File: src/rtl/crb_pkg.sv
package crb_pkg;
  typedef enum logic [2:0] {
    CS_IDLE   = 3'd0,
    CS_READY  = 3'd1,
    CS_RECV   = 3'd2,
    CS_EXEC   = 3'd3,
    CS_DONE   = 3'd4,
    CS_CANCEL = 3'd5,
    CS_FATAL  = 3'd6
  } cmd_state_e;

  localparam logic [31:0] OFF_LSTATE  = 32'h00;
  localparam logic [31:0] OFF_LCTRL   = 32'h08;
  localparam logic [31:0] OFF_LSTS    = 32'h0C;
  localparam logic [31:0] OFF_IFID    = 32'h30;
  localparam logic [31:0] OFF_IFID_HI = 32'h34;
  localparam logic [31:0] OFF_CREQ    = 32'h40;
  localparam logic [31:0] OFF_CSTS    = 32'h44;
  localparam logic [31:0] OFF_CCANCEL = 32'h48;
  localparam logic [31:0] OFF_CSTART  = 32'h4C;
  localparam logic [31:0] OFF_CMDSZ   = 32'h58;
  localparam logic [31:0] OFF_CMDLO   = 32'h5C;
  localparam logic [31:0] OFF_CMDHI   = 32'h60;
  localparam logic [31:0] OFF_RSPSZ   = 32'h64;
  localparam logic [31:0] OFF_RSPLO   = 32'h68;
  localparam logic [31:0] OFF_RSPHI   = 32'h6C;
  localparam logic [31:0] OFF_BUF     = 32'h80;
endpackage

File: src/rtl/crb_loc_arb.sv
module crb_loc_arb #(
  parameter int NUM_LOC = 5,
  parameter int LOC_W   = 3
) (
  input  logic               clk,
  input  logic               rst,
  input  logic               ctrl_wr,
  input  logic [LOC_W-1:0]   wr_loc,
  input  logic               req_bit,
  input  logic               rel_bit,
  input  logic               seize_bit,
  output logic               act_valid,
  output logic [LOC_W-1:0]   act_loc,
  output logic [NUM_LOC-1:0] req_map,
  output logic [NUM_LOC-1:0] seized_map
);
  logic [NUM_LOC-1:0] wr_bit;
  logic [NUM_LOC-1:0] remain;
  logic               seize_ok, req_ok, rel_ok;
  logic               nxt_valid;
  logic [LOC_W-1:0]   nxt_loc;

  assign wr_bit   = NUM_LOC'(1) << wr_loc;
  assign seize_ok = ctrl_wr && seize_bit && act_valid && (wr_loc > act_loc);
  assign req_ok   = ctrl_wr && req_bit && ((req_map & wr_bit) == '0);
  assign rel_ok   = ctrl_wr && rel_bit && ((req_map & wr_bit) != '0);
  assign remain   = req_map & ~wr_bit;

  // highest-numbered remaining requester wins the handover
  always_comb begin
    nxt_valid = 1'b0;
    nxt_loc   = '0;
    for (int i = 0; i < NUM_LOC; i++) begin
      if (remain[i]) begin
        nxt_valid = 1'b1;
        nxt_loc   = LOC_W'(i);
      end
    end
  end

  always_ff @(posedge clk) begin
    if (rst) begin
      act_valid  <= 1'b0;
      act_loc    <= '0;
      req_map    <= '0;
      seized_map <= '0;
    end else if (seize_ok) begin
      seized_map <= seized_map | (NUM_LOC'(1) << act_loc);
      req_map    <= req_map | wr_bit;
      act_loc    <= wr_loc;
    end else if (req_ok) begin
      req_map <= req_map | wr_bit;
      if (!act_valid) begin
        act_valid <= 1'b1;
        act_loc   <= wr_loc;
      end
    end else if (rel_ok) begin
      req_map    <= req_map & ~wr_bit;
      seized_map <= seized_map & ~wr_bit;
      if (act_valid && act_loc == wr_loc) begin
        act_valid <= nxt_valid;
        act_loc   <= nxt_loc;
      end
    end
  end


  active_req_chk: assert property (@(posedge clk) disable iff (rst)
    act_valid |-> req_map[act_loc]);


  active_mono_chk: assert property (@(posedge clk) disable iff (rst)
    (act_valid && $past(act_valid) && !$past(rel_ok)) |-> (act_loc >= $past(act_loc)));
endmodule

File: src/rtl/crb_cmd_fsm.sv
module crb_cmd_fsm
  import crb_pkg::*;
(
  input  logic       clk,
  input  logic       rst,
  input  logic       go_ready,
  input  logic       go_idle,
  input  logic       buf_wr,
  input  logic       start_wr,
  input  logic       cancel_wr,
  input  logic       eng_done,
  input  logic       eng_fatal,
  output cmd_state_e st
);
  cmd_state_e nxt;

  always_comb begin
    nxt = st;
    unique case (st)
      CS_IDLE:   if (go_ready) nxt = CS_READY;
      CS_READY:  if (go_idle) nxt = CS_IDLE;
                 else if (start_wr) nxt = CS_EXEC;
                 else if (buf_wr) nxt = CS_RECV;
      CS_RECV:   if (go_idle) nxt = CS_IDLE;
                 else if (start_wr) nxt = CS_EXEC;
      CS_EXEC:   if (eng_done) nxt = CS_DONE;
                 else if (cancel_wr) nxt = CS_CANCEL;
      CS_CANCEL: if (eng_done) nxt = CS_DONE;
      CS_DONE:   if (go_idle) nxt = CS_IDLE;
                 else if (go_ready) nxt = CS_READY;
      default:   nxt = CS_FATAL;
    endcase
    if (eng_fatal) nxt = CS_FATAL;
  end

  always_ff @(posedge clk) begin
    if (rst) st <= CS_IDLE;
    else     st <= nxt;
  end


  fatal_hold_chk: assert property (@(posedge clk) disable iff (rst)
    st == CS_FATAL |=> st == CS_FATAL);


  done_entry_chk: assert property (@(posedge clk) disable iff (rst)
    (st == CS_DONE && $past(st) != CS_DONE) |-> ($past(st) == CS_EXEC || $past(st) == CS_CANCEL));
endmodule

File: src/rtl/crb_reg_view.sv
module crb_reg_view
  import crb_pkg::*;
#(
  parameter int          NUM_LOC   = 5,
  parameter int          LOC_W     = 3,
  parameter logic [63:0] BASE_ADDR = 64'h0000_0001_FED4_0000,
  parameter logic [31:0] WIN_SIZE  = 32'h1000,
  parameter logic [31:0] BUF_BYTES = 32'hF80,
  parameter logic [15:0] VENDOR_ID = 16'h1014,
  parameter logic [15:0] DEVICE_ID = 16'h0001,
  parameter logic [7:0]  REV_ID    = 8'h01
) (
  input  logic [31:0]        off,
  input  logic [LOC_W-1:0]   loc,
  input  logic               act_valid,
  input  logic [LOC_W-1:0]   act_loc,
  input  logic [NUM_LOC-1:0] seized_map,
  input  logic               est_flag,
  input  cmd_state_e         st,
  input  logic               cap_loc,
  output logic [31:0]        word
);
  logic [63:0] buf_addr;
  logic        loc_ok;
  logic [31:0] ifid;

  assign loc_ok   = 32'(loc) < NUM_LOC;
  assign buf_addr = BASE_ADDR + 64'(loc) * 64'(WIN_SIZE) + 64'(OFF_BUF);
  assign ifid     = {REV_ID, 4'b0, 1'b1, 2'b01, 2'b0, 1'b1, 3'b0, 2'b11, cap_loc, 4'h1, 4'h1};

  always_comb begin
    word = '1;
    if (loc_ok) begin
      unique case (off)
        OFF_LSTATE:  word = {24'b0, 1'b1, 2'b0,
                             act_valid ? 3'(act_loc) : 3'b0, act_valid, est_flag};
        OFF_LSTS:    word = {30'b0, seized_map[loc], act_valid && act_loc == loc};
        OFF_IFID:    word = ifid;
        OFF_IFID_HI: word = {DEVICE_ID, VENDOR_ID};
        OFF_LCTRL,
        OFF_CREQ:    word = '0;
        OFF_CSTS:    word = {30'b0, st == CS_IDLE, st == CS_FATAL};
        OFF_CCANCEL: word = {31'b0, st == CS_CANCEL};
        OFF_CSTART:  word = {31'b0, st == CS_EXEC};
        OFF_CMDSZ,
        OFF_RSPSZ:   word = BUF_BYTES;
        OFF_CMDLO,
        OFF_RSPLO:   word = buf_addr[31:0];
        OFF_CMDHI,
        OFF_RSPHI:   word = buf_addr[63:32];
        default:     word = '1;
      endcase
    end
  end
endmodule

File: src/rtl/crb_loc_regs.sv
module crb_loc_regs
  import crb_pkg::*;
#(
  parameter int          NUM_LOC   = 5,
  parameter int          OFF_W     = 12,
  parameter logic [63:0] BASE_ADDR = 64'h0000_0001_FED4_0000,
  parameter logic [31:0] WIN_SIZE  = 32'h1000,
  parameter logic [31:0] BUF_BYTES = 32'hF80,
  parameter logic [15:0] VENDOR_ID = 16'h1014,
  parameter logic [15:0] DEVICE_ID = 16'h0001,
  parameter logic [7:0]  REV_ID    = 8'h01,
  localparam int         LOC_W     = (NUM_LOC > 1) ? $clog2(NUM_LOC) : 1
) (
  input  logic             clk,
  input  logic             rst,
  input  logic             bus_rd,
  input  logic             bus_wr,
  input  logic [LOC_W-1:0] bus_loc,
  input  logic [OFF_W-1:0] bus_off,
  input  logic [31:0]      bus_wdata,
  output logic [31:0]      bus_rdata,
  output logic             bus_rvalid,
  input  logic             loc_change_cap,
  input  logic             engine_done,
  input  logic             engine_fatal,
  output logic [2:0]       cmd_state,
  output logic             active_valid,
  output logic [LOC_W-1:0] active_loc
);
  logic [31:0]        off32;
  logic               wr_ok, from_act, lctrl_wr, est_clr;
  logic               creq_wr, start_wr, cancel_wr, buf_wr;
  logic [NUM_LOC-1:0] req_map, seized_map;
  logic               est_flag;
  cmd_state_e         st;
  logic [31:0]        view_word;

  assign off32     = 32'(bus_off);
  assign wr_ok     = bus_wr && (32'(bus_loc) < NUM_LOC);
  assign from_act  = active_valid && (bus_loc == active_loc);
  assign lctrl_wr  = wr_ok && off32 == OFF_LCTRL;
  assign creq_wr   = wr_ok && from_act && off32 == OFF_CREQ;
  assign start_wr  = wr_ok && from_act && off32 == OFF_CSTART && bus_wdata[0];
  assign cancel_wr = wr_ok && from_act && off32 == OFF_CCANCEL && bus_wdata[0];
  assign buf_wr    = wr_ok && from_act && off32 >= OFF_BUF && off32 < OFF_BUF + BUF_BYTES;
  assign est_clr   = lctrl_wr && bus_wdata[3] && active_valid && 32'(active_loc) >= 3
                     && (st == CS_IDLE || st == CS_READY);

  crb_loc_arb #(.NUM_LOC(NUM_LOC), .LOC_W(LOC_W)) u_arb (
    .clk, .rst,
    .ctrl_wr   (lctrl_wr),
    .wr_loc    (bus_loc),
    .req_bit   (bus_wdata[0]),
    .rel_bit   (bus_wdata[1]),
    .seize_bit (bus_wdata[2]),
    .act_valid (active_valid),
    .act_loc   (active_loc),
    .req_map   (req_map),
    .seized_map(seized_map)
  );

  crb_cmd_fsm u_fsm (
    .clk, .rst,
    .go_ready (creq_wr && bus_wdata[0]),
    .go_idle  (creq_wr && bus_wdata[1]),
    .buf_wr   (buf_wr),
    .start_wr (start_wr),
    .cancel_wr(cancel_wr),
    .eng_done (engine_done),
    .eng_fatal(engine_fatal),
    .st       (st)
  );

  crb_reg_view #(
    .NUM_LOC(NUM_LOC), .LOC_W(LOC_W), .BASE_ADDR(BASE_ADDR), .WIN_SIZE(WIN_SIZE),
    .BUF_BYTES(BUF_BYTES), .VENDOR_ID(VENDOR_ID), .DEVICE_ID(DEVICE_ID), .REV_ID(REV_ID)
  ) u_view (
    .off       (off32),
    .loc       (bus_loc),
    .act_valid (active_valid),
    .act_loc   (active_loc),
    .seized_map(seized_map),
    .est_flag  (est_flag),
    .st        (st),
    .cap_loc   (loc_change_cap),
    .word      (view_word)
  );

  always_ff @(posedge clk) begin
    if (rst) begin
      est_flag   <= 1'b1;
      bus_rdata  <= '0;
      bus_rvalid <= 1'b0;
    end else begin
      if (est_clr) est_flag <= 1'b0;
      bus_rvalid <= bus_rd;
      if (bus_rd) bus_rdata <= view_word;
    end
  end

  assign cmd_state = st;


  est_stays_clr_chk: assert property (@(posedge clk) disable iff (rst)
    !est_flag |=> !est_flag);
endmodule

File: config.mk
export PLATFORM = sky130hd
export DESIGN_NAME = crb_loc_regs
export DESIGN_NICKNAME = d
export VERILOG_FILES = /design/src/rtl/crb_pkg.sv /design/src/rtl/crb_loc_arb.sv /design/src/rtl/crb_cmd_fsm.sv /design/src/rtl/crb_reg_view.sv /design/src/rtl/crb_loc_regs.sv
export SDC_FILE = /design/constraint.sdc
export NUM_CORES = 1
export LEC_CHECK = 0
export ABC_AREA = 1
export ABC_CLOCK_PERIOD_IN_PS = 2800
export BUFFER_PORTS_ARGS = -buffer_cell sky130_fd_sc_hd__buf_2
export CORE_MARGIN = 3
export CORE_UTILIZATION = 54
export DETAILED_ROUTE_END_ITERATION = 10
export PLACE_DENSITY = 0.84
export REMOVE_ABC_BUFFERS = 1
export SETUP_SLACK_MARGIN = 0.4
export SLEW_MARGIN = 10
export SYNTH_ARGS = -nofsm -noshare
export SYNTH_HDL_FRONTEND = slang
export SYNTH_HIERARCHICAL = 1
export SYNTH_SLANG_ARGS = --single-unit
File: constraint.sdc
create_clock -name clk -period 2.8 [get_ports clk]
set_input_delay 0.42 -clock clk [delete_from_list [all_inputs] [get_ports clk]]
set_output_delay 0.42 -clock clk [all_outputs]
set_load 0.03 [all_outputs]
==> results.py, run 1 <==
metrics = {
    "drt": {
        "drt_iter0_drc": 283,
        "wl_per_cell_um": 11.9,
        "wirelength_mm": 8.83,
        "drc": 0,
        "vias_per_cell": 5.25,
        "final_antenna_net_count": 0,
        "dr.pass1.iters": 5,
        "num_vias": 3895,
    },
    "job": {
        "maxCapViolations": 0,
    },
    "cells_and_area": {
        "synthToLayoutAreaGrowth_pct": 11.1,
        "layout-drive-gt1-share_pct": 19.2,
        "utilization_pct": 63.2,
        "diodes": 0,
        "stdcell_count": 742,
        "finalNetCount": 721,
    },
    "timing": {
        "fmax_ghz": 0.470,
        "period_minus_slack_ns": 2.13,
        "finalSetupTns_ns": 0,
        "period_share_pct": 75.9,
        "fin_skew_ns": 0.00933,
        "setup_violations": 0,
        "final_hold_viol_count": 0,
        "tightestPinTransition_ns": 0.965,
        "relSlewSlack_pct": 35.6,
        "drv_slew": 0,
        "rsz0062_at_grt": "no",
    },
    "cts": {
        "cts_resized": 0,
        "cts_max_level": 2,
        "cts_made_buffers": 5,
        "post-cts-setup-buffers": 0,
        "clock-sinks": 51,
        "cts_tree": "yes",
        "clk_pin_slew_ns": 0.09,
        "clock_latency_ns": 0.31,
        "cts-hold-fix-buffers": 0,
        "clockBufferDepth": 2,
        "cts-root-buf": "clkbuf_8",
    },
    "yosys": {
        "ys_top_cells_by_area": "dfxtp_1, nor2_1, nand2_1",
        "synth_cell_types": 37,
        "yosys.area.top_type_share_pct": 27.8,
        "synth_common_cells": "nor2_1, nand2_1, inv_1",
        "synth_area_leader_cell": "dfxtp_1",
        "ys_seq_area_share_pct": 27.8,
        "syn_inst": 602,
        "synth_edf_count": 0,
        "synthArstFlopShare_pct": 0,
        "yosysWarnings": 6,
        "yosys_register_bits": 51,
        "synth_most_common_cell": "nor2_1",
        "synthFlopType": "dfxtp_1",
        "syn_area_mm2": 0.00367,
        "syn_avg_cell_area_um2": 6.10,
    },
    "global_routing": {
        "grt_usage_pct": 23.0,
        "grt_start_max_net_pins": 34,
        "grt_pass1_vias": 3488,
        "grt_overflow_total": 0,
        "antenna_found_initial": 0,
        "grt_first_pass_wirelength_mm": 14.8,
    },
    "critical_path": {
        "critPathCaptureType": "flip-flop",
        "arrival_ns": 2.33,
        "cp_max_fo": 10,
        "crit_type": "reg2reg",
        "required_ns": 3.00,
        "start_kind": "flip-flop",
    },
    "place": {
        "hpwl_mm": 6.57,
        "placed_cells": 734,
        "port_buffers": 65,
        "place.gp.congestion": 0.981,
    },
    "floorplan": {
        "core_area_mm2": 0.00646,
        "ios": 94,
        "die_x_um": 88.5,
        "rows": 29,
        "die_area_mm2": 0.00783,
        "initial_core_util_pct": 56.9,
        "fp.dieH_um": 88.5,
    },
    "worst_hold_path": {
        "hp-class": "in2reg",
    },
    "run_status": {
        "outcome": "finished clean",
    },
    "power": {
        "ir_drop_mv": 0.331,
        "power.density_mw_per_mm2": 412,
        "power_leakage_nw": 2.06,
    },
}
==> power by group <==
part           switching [mW]  internal [mW]
Clock                   0.250          0.266
Combinational           0.255          0.105
Sequential             0.0409          0.766
Total                   0.545           1.14
==> routing by layer <==
metal	wire length (um)	GRT usage [%]	up-vias
met1	3820	28.8	1747
met3	478	3.26	18
met5	0	0	-
li1	-	-	2004
met4	111	7.83	0
met2	4420	40.5	126
==> worst max-delay path: stages, from the launching register on <==
cell      delay (ns)
dfxtp_1         0.58
inv_1           0.17
ha_1            0.32
nand2_1         0.05
o211ai_1        0.18
nand2_2         0.19
nand2_4         0.16
inv_4           0.06
nand2_4         0.07
nand2_4         0.07
nor2_1          0.12
nor2_2          0.05
==> layout by cell type (no fill, tap or decap), types with 2 or more instances in the layout <==
cell / count
a21oi_1: 16
buf_2: 65
buf_4: 2
clkbuf_8: 5
conb_1: 20
dfxtp_1: 51
ha_1: 3
inv_1: 60
inv_2: 9
nand2_1: 123
nand2_2: 6
nand2_4: 5
nand3_1: 44
nand3_2: 8
nand4_1: 17
nand4_2: 2
nor2_1: 140
nor2_2: 13
nor2_4: 4
nor3_1: 5
o211ai_1: 5
o21ai_0: 35
o21ai_1: 13
xor2_1: 2
==> final cells by class <==
type | instances | area (um2)
clock buffer | 5 | 68.8
clock inverter | 3 | 43.8
fill | 622 | 2380
inverter | 71 | 269
multi-input combinational | 468 | 2240
sequential | 51 | 1020
tap | 77 | 96.3
timing repair buffer | 67 | 340
==> through the flow <==
| stage | instance area, um2 | power, mW | hold WS (ns) | setup slack [ns] |
|---|---|---|---|---|
| after global placement | 3970 | 1.17 | 0.434 | 0.462 |
| after floorplan | 3530 | 1.06 | 0.419 | 0.797 |
| final | 4080 | 1.68 | 0.381 | 0.674 |
| after global routing | 4080 | 1.77 | 0.380 | 0.433 |
| after CTS | 4080 | 1.70 | 0.377 | 0.703 |
| after detailed placement | 3970 | 1.18 | 0.437 | 0.435 |
==> path summary, 6_finish.rpt <==
kind,start,to,slack (ns),depth (start not counted)
setup / recovery,u_arb/act_loc[1],u_arb/act_loc[2],0.67,11
hold / removal,rst,u_fsm/st[2],0.38,2
hold reg to reg,est_flag,est_flag,0.45,2
setup reg to reg,u_arb/act_loc[1],u_arb/act_loc[2],0.67,11
==> registers in the layout, indices dropped and copies added (netlist names), named ones only <==
name and cells:
est_flag 1, u_fsm/st 3, u_arb/act_loc 3, bus_rdata 32
u_arb/act_valid 1, bus_rvalid 1, u_arb/seized_map 5
==> cell families after synthesis <==
group / count (synthesis) / share of synthesized area (%)
buffers and inverters: 102 / 13.1
AOI/OAI and AO/OA: 71 / 10.1
DFF: 51 / 27.8
adders and majority gates: 3 / 1.02
and+or+nand+nor: 371 / 47.1
other: 1 / 0.102
xor gates and xnor gates: 3 / 0.715
(Power assumes the default switching activity.)
==> inputs of run 2 (changes only) <==
--- a/config.mk
+++ b/config.mk
@@ -6,12 +6,12 @@
 export NUM_CORES = 1
 export LEC_CHECK = 0
 export ABC_AREA = 1
-export ABC_CLOCK_PERIOD_IN_PS = 2800
+export ABC_CLOCK_PERIOD_IN_PS = 1850
 export BUFFER_PORTS_ARGS = -buffer_cell sky130_fd_sc_hd__buf_2
 export CORE_MARGIN = 3
-export CORE_UTILIZATION = 54
+export CORE_UTILIZATION = 49
 export DETAILED_ROUTE_END_ITERATION = 10
-export PLACE_DENSITY = 0.84
+export PLACE_DENSITY = 0.81
 export REMOVE_ABC_BUFFERS = 1
 export SETUP_SLACK_MARGIN = 0.4
 export SLEW_MARGIN = 10
==> constraint.sdc (replaced) <==
create_clock -name clk -period 1.85 [get_ports clk]
set_input_delay 0.2775 -clock clk [delete_from_list [all_inputs] [get_ports clk]]
set_output_delay 0.2775 -clock clk [all_outputs]
set_load 0.03 [all_outputs]
==> results.py, run 2 (same netlist as run 1, synthesis figures left out) <==
metrics = {
    "run_status": {
        "outcome": "finished clean",
    },
    "cts": {
        "clk_pin_slew_ns": 0.09,
        "clockBufferDepth": 2,
        "cts_max_level": 2,
        "cts_tree": "yes",
        "cts_made_buffers": 5,
        "cts-root-buf": "clkbuf_8",
        "clock_latency_ns": 0.30,
        "clock-sinks": 51,
    },
    "critical_path": {
        "cp_max_fo": 7,
        "r2r_start": "u_arb/act_loc[1]",
        "critPathCaptureType": "flip-flop",
        "start_kind": "flip-flop",
        "crit_type": "reg2reg",
        "arrival_ns": 1.98,
        "critical_path.startpoint": "u_arb/act_loc[1]",
        "required_ns": 2.09,
    },
    "timing": {
        "setup_violations": 0,
        "finalSetupTns_ns": 0,
        "drv_slew": 0,
        "tightestPinTransition_ns": 0.516,
        "period_share_pct": 93.8,
        "fmax_ghz": 0.576,
        "rsz0062_at_grt": "yes",
        "timing.hold.ws_ns": 0.248,
        "fin_skew_ns": 0.00856,
        "period_minus_slack_ns": 1.74,
        "final_hold_viol_count": 0,
        "relSlewSlack_pct": 65.6,
    },
    "cells_and_area": {
        "final_common_cell": "nor2_1",
        "synthToLayoutAreaGrowth_pct": 41.0,
        "seqCellArea_mm2": 0.00103,
        "diodes": 0,
        "fillers": 539,
        "largestRegisters": "bus_rdata: 32 flops, u_arb/seized_map: 5 flops",
        "final_cell_mix": "nor2_1, nand2_1, buf_2, buf_4, inv_1",
        "finalNetCount": 786,
        "largest_register_ff_count": 32,
        "design_area_mm2": 0.00518,
        "utilization_pct": 73.8,
        "multiInputGateArea_mm2": 0.00271,
        "regMostFlops": "bus_rdata",
        "layout-drive-gt1-share_pct": 38.7,
    },
    "drt": {
        "drt_iter0_drc": 338,
        "wl_per_cell_um": 14.3,
        "drc": 0,
        "final_antenna_net_count": 0,
        "num_vias": 4336,
        "dr.pass1.iters": 5,
        "wirelength_mm": 11.8,
        "vias_per_cell": 5.26,
    },
    "worst_hold_path": {
        "hp-class": "in2reg",
        "min-delay-start": "rst",
    },
    "floorplan": {
        "initial_core_util_pct": 52.4,
        "core_area_mm2": 0.00702,
        "ios": 94,
        "rows": 30,
        "die_x_um": 92.6,
        "fp.dieH_um": 92.6,
        "die_area_mm2": 0.00857,
    },
    "power": {
        "fin_total_pwr_mw": 2.68,
        "power_leakage_nw": 2.44,
        "power.density_mw_per_mm2": 516,
        "ir_drop_mv": 0.360,
    },
    "job": {
        "maxCapViolations": 0,
    },
    "place": {
        "hpwl_mm": 7.46,
        "port_buffers": 65,
        "place_area_mm2": 0.00430,
        "place.gp.congestion": 0.943,
    },
    "global_routing": {
        "grt_overflow_total": 0,
        "grt_usage_pct": 24.3,
        "grt_start_max_net_pins": 34,
        "grt_first_pass_wirelength_mm": 17.3,
        "antenna_found_initial": 0,
        "grt_pass1_vias": 3872,
    },
}
-- run 2: repair_timing --
item	in CTS	in global routing
resized for setup	66	85
cloned	2	0
pin swaps	41	83
hold buffers	0	0
endpoints found under the setup margin	49	51
setup buffers	12	14
-- run 2: metrics by stage --
stage                     setup slack (ns)  std cells
final                                0.115        825
after global routing                0.0279        825
after CTS                            0.181        811
after detailed placement            -0.113        790
after global placement             -0.0892        790
after floorplan                     -0.153        590
-- run 2: path summary, 6_finish.rpt --
kind                                          to  slack, ns  cells after the start
worst min register to register          est_flag       0.47                      2
worst max register to register  u_arb/act_loc[0]       0.11                     12
worst min-delay path                 u_fsm/st[2]       0.25                      2
worst max-delay path            u_arb/act_loc[0]       0.11                     12
-- run 2: area by class of cell --
type                            count  share of cell area, %
Clock inverter                      2                  0.724
Timing Repair Buffer              131                   17.8
Multi-Input combinational cell    469                   52.4
Clock buffer                        5                   1.33
Inverter                           71                   5.55
Tap cell                           96                   2.32
Sequential cell                    51                   19.9
-- run 2: where the power goes --
| group | switching, mW | internal [mW] |
|---|---|---|
| clock network | 0.379 | 0.396 |
| registers | 0.0550 | 1.16 |
| logic | 0.464 | 0.222 |
-- run 2: per-layer routing --
layer | GRT usage (%) | wire length [um]
met1 | 30.0 | 4820
met5 | 0 | 0
met3 | 3.57 | 580
met4 | 7.05 | 254
met2 | 43.5 | 6180
-- run 2: critical path: stages, from the launching register on --
cell and delay, ns:
dfxtp_4 0.40, inv_4 0.05, ha_4 0.26, nand2_2 0.05, o211ai_1 0.19, nand2_2 0.16, nand2_4 0.16, inv_8 0.06
nand2_4 0.06, nand2_4 0.06, nand2_1 0.06, nand2_1 0.05, nor2_1 0.11
==> inputs of run 3 (changes only) <==
--- a/config.mk
+++ b/config.mk
@@ -9,9 +9,10 @@
 export ABC_CLOCK_PERIOD_IN_PS = 1850
 export BUFFER_PORTS_ARGS = -buffer_cell sky130_fd_sc_hd__buf_2
 export CORE_MARGIN = 3
-export CORE_UTILIZATION = 49
+export CORE_UTILIZATION = 50
+export CTS_BUF_LIST = sky130_fd_sc_hd__clkbuf_4 sky130_fd_sc_hd__clkbuf_8
 export DETAILED_ROUTE_END_ITERATION = 10
-export PLACE_DENSITY = 0.81
+export PLACE_DENSITY = 0.82
 export REMOVE_ABC_BUFFERS = 1
 export SETUP_SLACK_MARGIN = 0.4
 export SLEW_MARGIN = 10
==> results.py, run 3 (same netlist as run 1, synthesis figures left out) <==
metrics = {
    "timing": {
        "period_share_pct": 93.1,
        "fmax_ghz": 0.581,
        "tightestPinTransition_ns": 0.586,
        "setup_violations": 0,
        "final_hold_viol_count": 0,
        "drv_slew": 0,
        "rsz0062_at_grt": "yes",
        "period_minus_slack_ns": 1.72,
        "relSlewSlack_pct": 60.9,
        "fin_skew_ns": 0.00833,
    },
    "global_routing": {
        "grt_overflow_total": 0,
        "gr-max-usage-layer": "met2",
        "grt_pass1_vias": 3987,
        "grtUsageMet3_pct": 3.45,
        "grt_start_max_net_pins": 34,
        "grt_first_pass_wirelength_mm": 17.6,
        "met2_usage_pct": 46.2,
        "antenna_found_initial": 0,
        "globalRouteMet1Util_pct": 30.1,
        "grt_usage_pct": 25.1,
    },
    "power": {
        "power_leakage_nw": 2.43,
        "p_sw_mw": 0.898,
        "switching_share_pct": 33.7,
        "seqPwrFrac_pct": 45.9,
        "power.density_mw_per_mm2": 511,
        "clkPwrFrac_pct": 29.0,
        "ir_drop_mv": 0.361,
        "p_int_mw": 1.77,
        "p_comb_share_pct": 25.0,
        "fin_total_pwr_mw": 2.67,
    },
    "cts": {
        "clock-sinks": 51,
        "cts_tree": "yes",
        "clock_latency_ns": 0.31,
        "cts-hold-fix-buffers": 0,
        "clockBufferDepth": 2,
        "cts_max_level": 2,
        "cts-root-buf": "clkbuf_8",
        "cts_made_buffers": 5,
        "clk_pin_slew_ns": 0.09,
    },
    "floorplan": {
        "die_x_um": 91.7,
        "die_area_mm2": 0.00841,
        "ios": 94,
        "fp.dieH_um": 91.7,
        "rows": 30,
        "initial_core_util_pct": 52.9,
        "core_area_mm2": 0.00694,
    },
    "critical_path": {
        "crit_path_frequent_cell": "nand2_4",
        "critPathSlowestCell": "dfxtp_2",
        "cp_max_fo": 6,
        "critPathCaptureType": "flip-flop",
        "required_ns": 2.09,
        "path_cells": "buf_4 > ha_1 > nand3_2 > inv_2 > nor2_2 > nand2_2 > nand2_4 > inv_6 > nand2_4 > nand2_4 > nand2_2 > nand2_1 > nor2_1",
        "crit_type": "reg2reg",
        "arrival_ns": 1.96,
        "cpPeakStageDelay_ns": 0.33,
        "start_kind": "flip-flop",
    },
    "drt": {
        "wirelength_mm": 12.0,
        "dr.pass1.iters": 7,
        "wl_per_cell_um": 14.6,
        "drc": 0,
        "final_antenna_net_count": 0,
        "drt_iter0_drc": 360,
        "num_vias": 4392,
        "vias_per_cell": 5.36,
    },
    "place": {
        "port_buffers": 65,
        "place_area_mm2": 0.00428,
        "place.gp.congestion": 0.938,
        "placed_cells": 789,
        "hpwl_mm": 7.26,
    },
    "cells_and_area": {
        "largest_register_ff_count": 32,
        "utilization_pct": 75.2,
        "fillers": 479,
        "synthToLayoutAreaGrowth_pct": 42.0,
        "final_common_cell": "nor2_1",
        "final_cell_mix": "nor2_1, nand2_1, buf_2, inv_1, buf_4",
        "stdcell_count": 820,
        "finalNetCount": 781,
        "diodes": 0,
        "largestRegisters": "bus_rdata: 32 flops, u_arb/seized_map: 5 flops",
        "design_area_mm2": 0.00522,
        "layout-drive-gt1-share_pct": 40.2,
        "regMostFlops": "bus_rdata",
    },
    "job": {
        "maxCapViolations": 0,
    },
    "worst_hold_path": {
        "hp-class": "in2reg",
    },
    "run_status": {
        "outcome": "finished clean",
    },
}
[run 3: changes by cell type in the layout (fill, tap and decap cells not counted), moves of 2 or more]
cell      change
buf_4         -7
buf_6         +2
clkbuf_4      -2
inv_1         -2
inv_2         +2
nand2_1       -6
nand2_2       +8
nand3_1       -2
nand3_2       +4
nand3_4       -2
nor2_1        -5
nor2_2        -6
nor2_4       +11
o21ai_1       +2
[run 3: layout make-up]
| class | instances | area (um2) | share of cell area [%] |
|---|---|---|---|
| Timing Repair Buffer | 126 | 913 | 17.5 |
| Multi-Input combinational cell | 469 | 2770 | 53.0 |
| Inverter | 71 | 284 | 5.44 |
| Tap cell | 96 | 120 | 2.30 |
| Sequential cell | 51 | 1030 | 19.8 |
| Clock buffer | 5 | 68.8 | 1.32 |
| Clock inverter | 2 | 37.5 | 0.719 |
[run 3: timing repair]
item	CTS	global route
setup buffers	11	11
pin swaps	43	90
gates resized for setup	53	121
endpoints found under the setup margin	46	50
cloned	2	0
[run 3: routing by layer]
metal	vias to the layer above	routed length, um
met1	2020	4630
li1	2127	-
met2	207	6200
met3	38	825
met4	0	324
met5	-	0
[run 3: worst paths after layout]
| kind | startpoint | to | slack, ns | cells after the start |
|---|---|---|---|---|
| max | u_arb/act_loc[0] | u_arb/act_loc[0] | 0.13 | 13 |
| min | rst | u_fsm/st[2] | 0.23 | 2 |
| max reg2reg | u_arb/act_loc[0] | u_arb/act_loc[0] | 0.13 | 13 |
| min reg2reg | est_flag | est_flag | 0.46 | 2 |
[run 3: power by group through the flow]
stage          clock [mW]  sequential, mW  combinational, mW
2_1_floorplan           0            1.36              0.245
3_3_place_gp            0            1.25              0.562
3_5_place_dp            0            1.25              0.568
4_1_cts             0.770            1.22              0.595
5_1_grt             0.819            1.24              0.728
6_report            0.774            1.23              0.668
[run 3: metrics by stage]
step	setup slack, ns	hold slack, ns	setup TNS [ns]
6_report	0.127	0.232	0
5_1_grt	0.0404	0.236	0
4_1_cts	0.187	0.237	0
3_5_place_dp	-0.167	0.439	-2.25
3_3_place_gp	-0.0943	0.436	-0.622
2_1_floorplan	-0.153	0.347	-0.880
[run 3: critical path, delay by kind of cell, from the launching register on]
kind                       cells  cell delay [ns]
adders and majority gates      1             0.28
buffers and inverters          3             0.22
DFF                            1             0.33
and+or+nand+nor                9             0.82
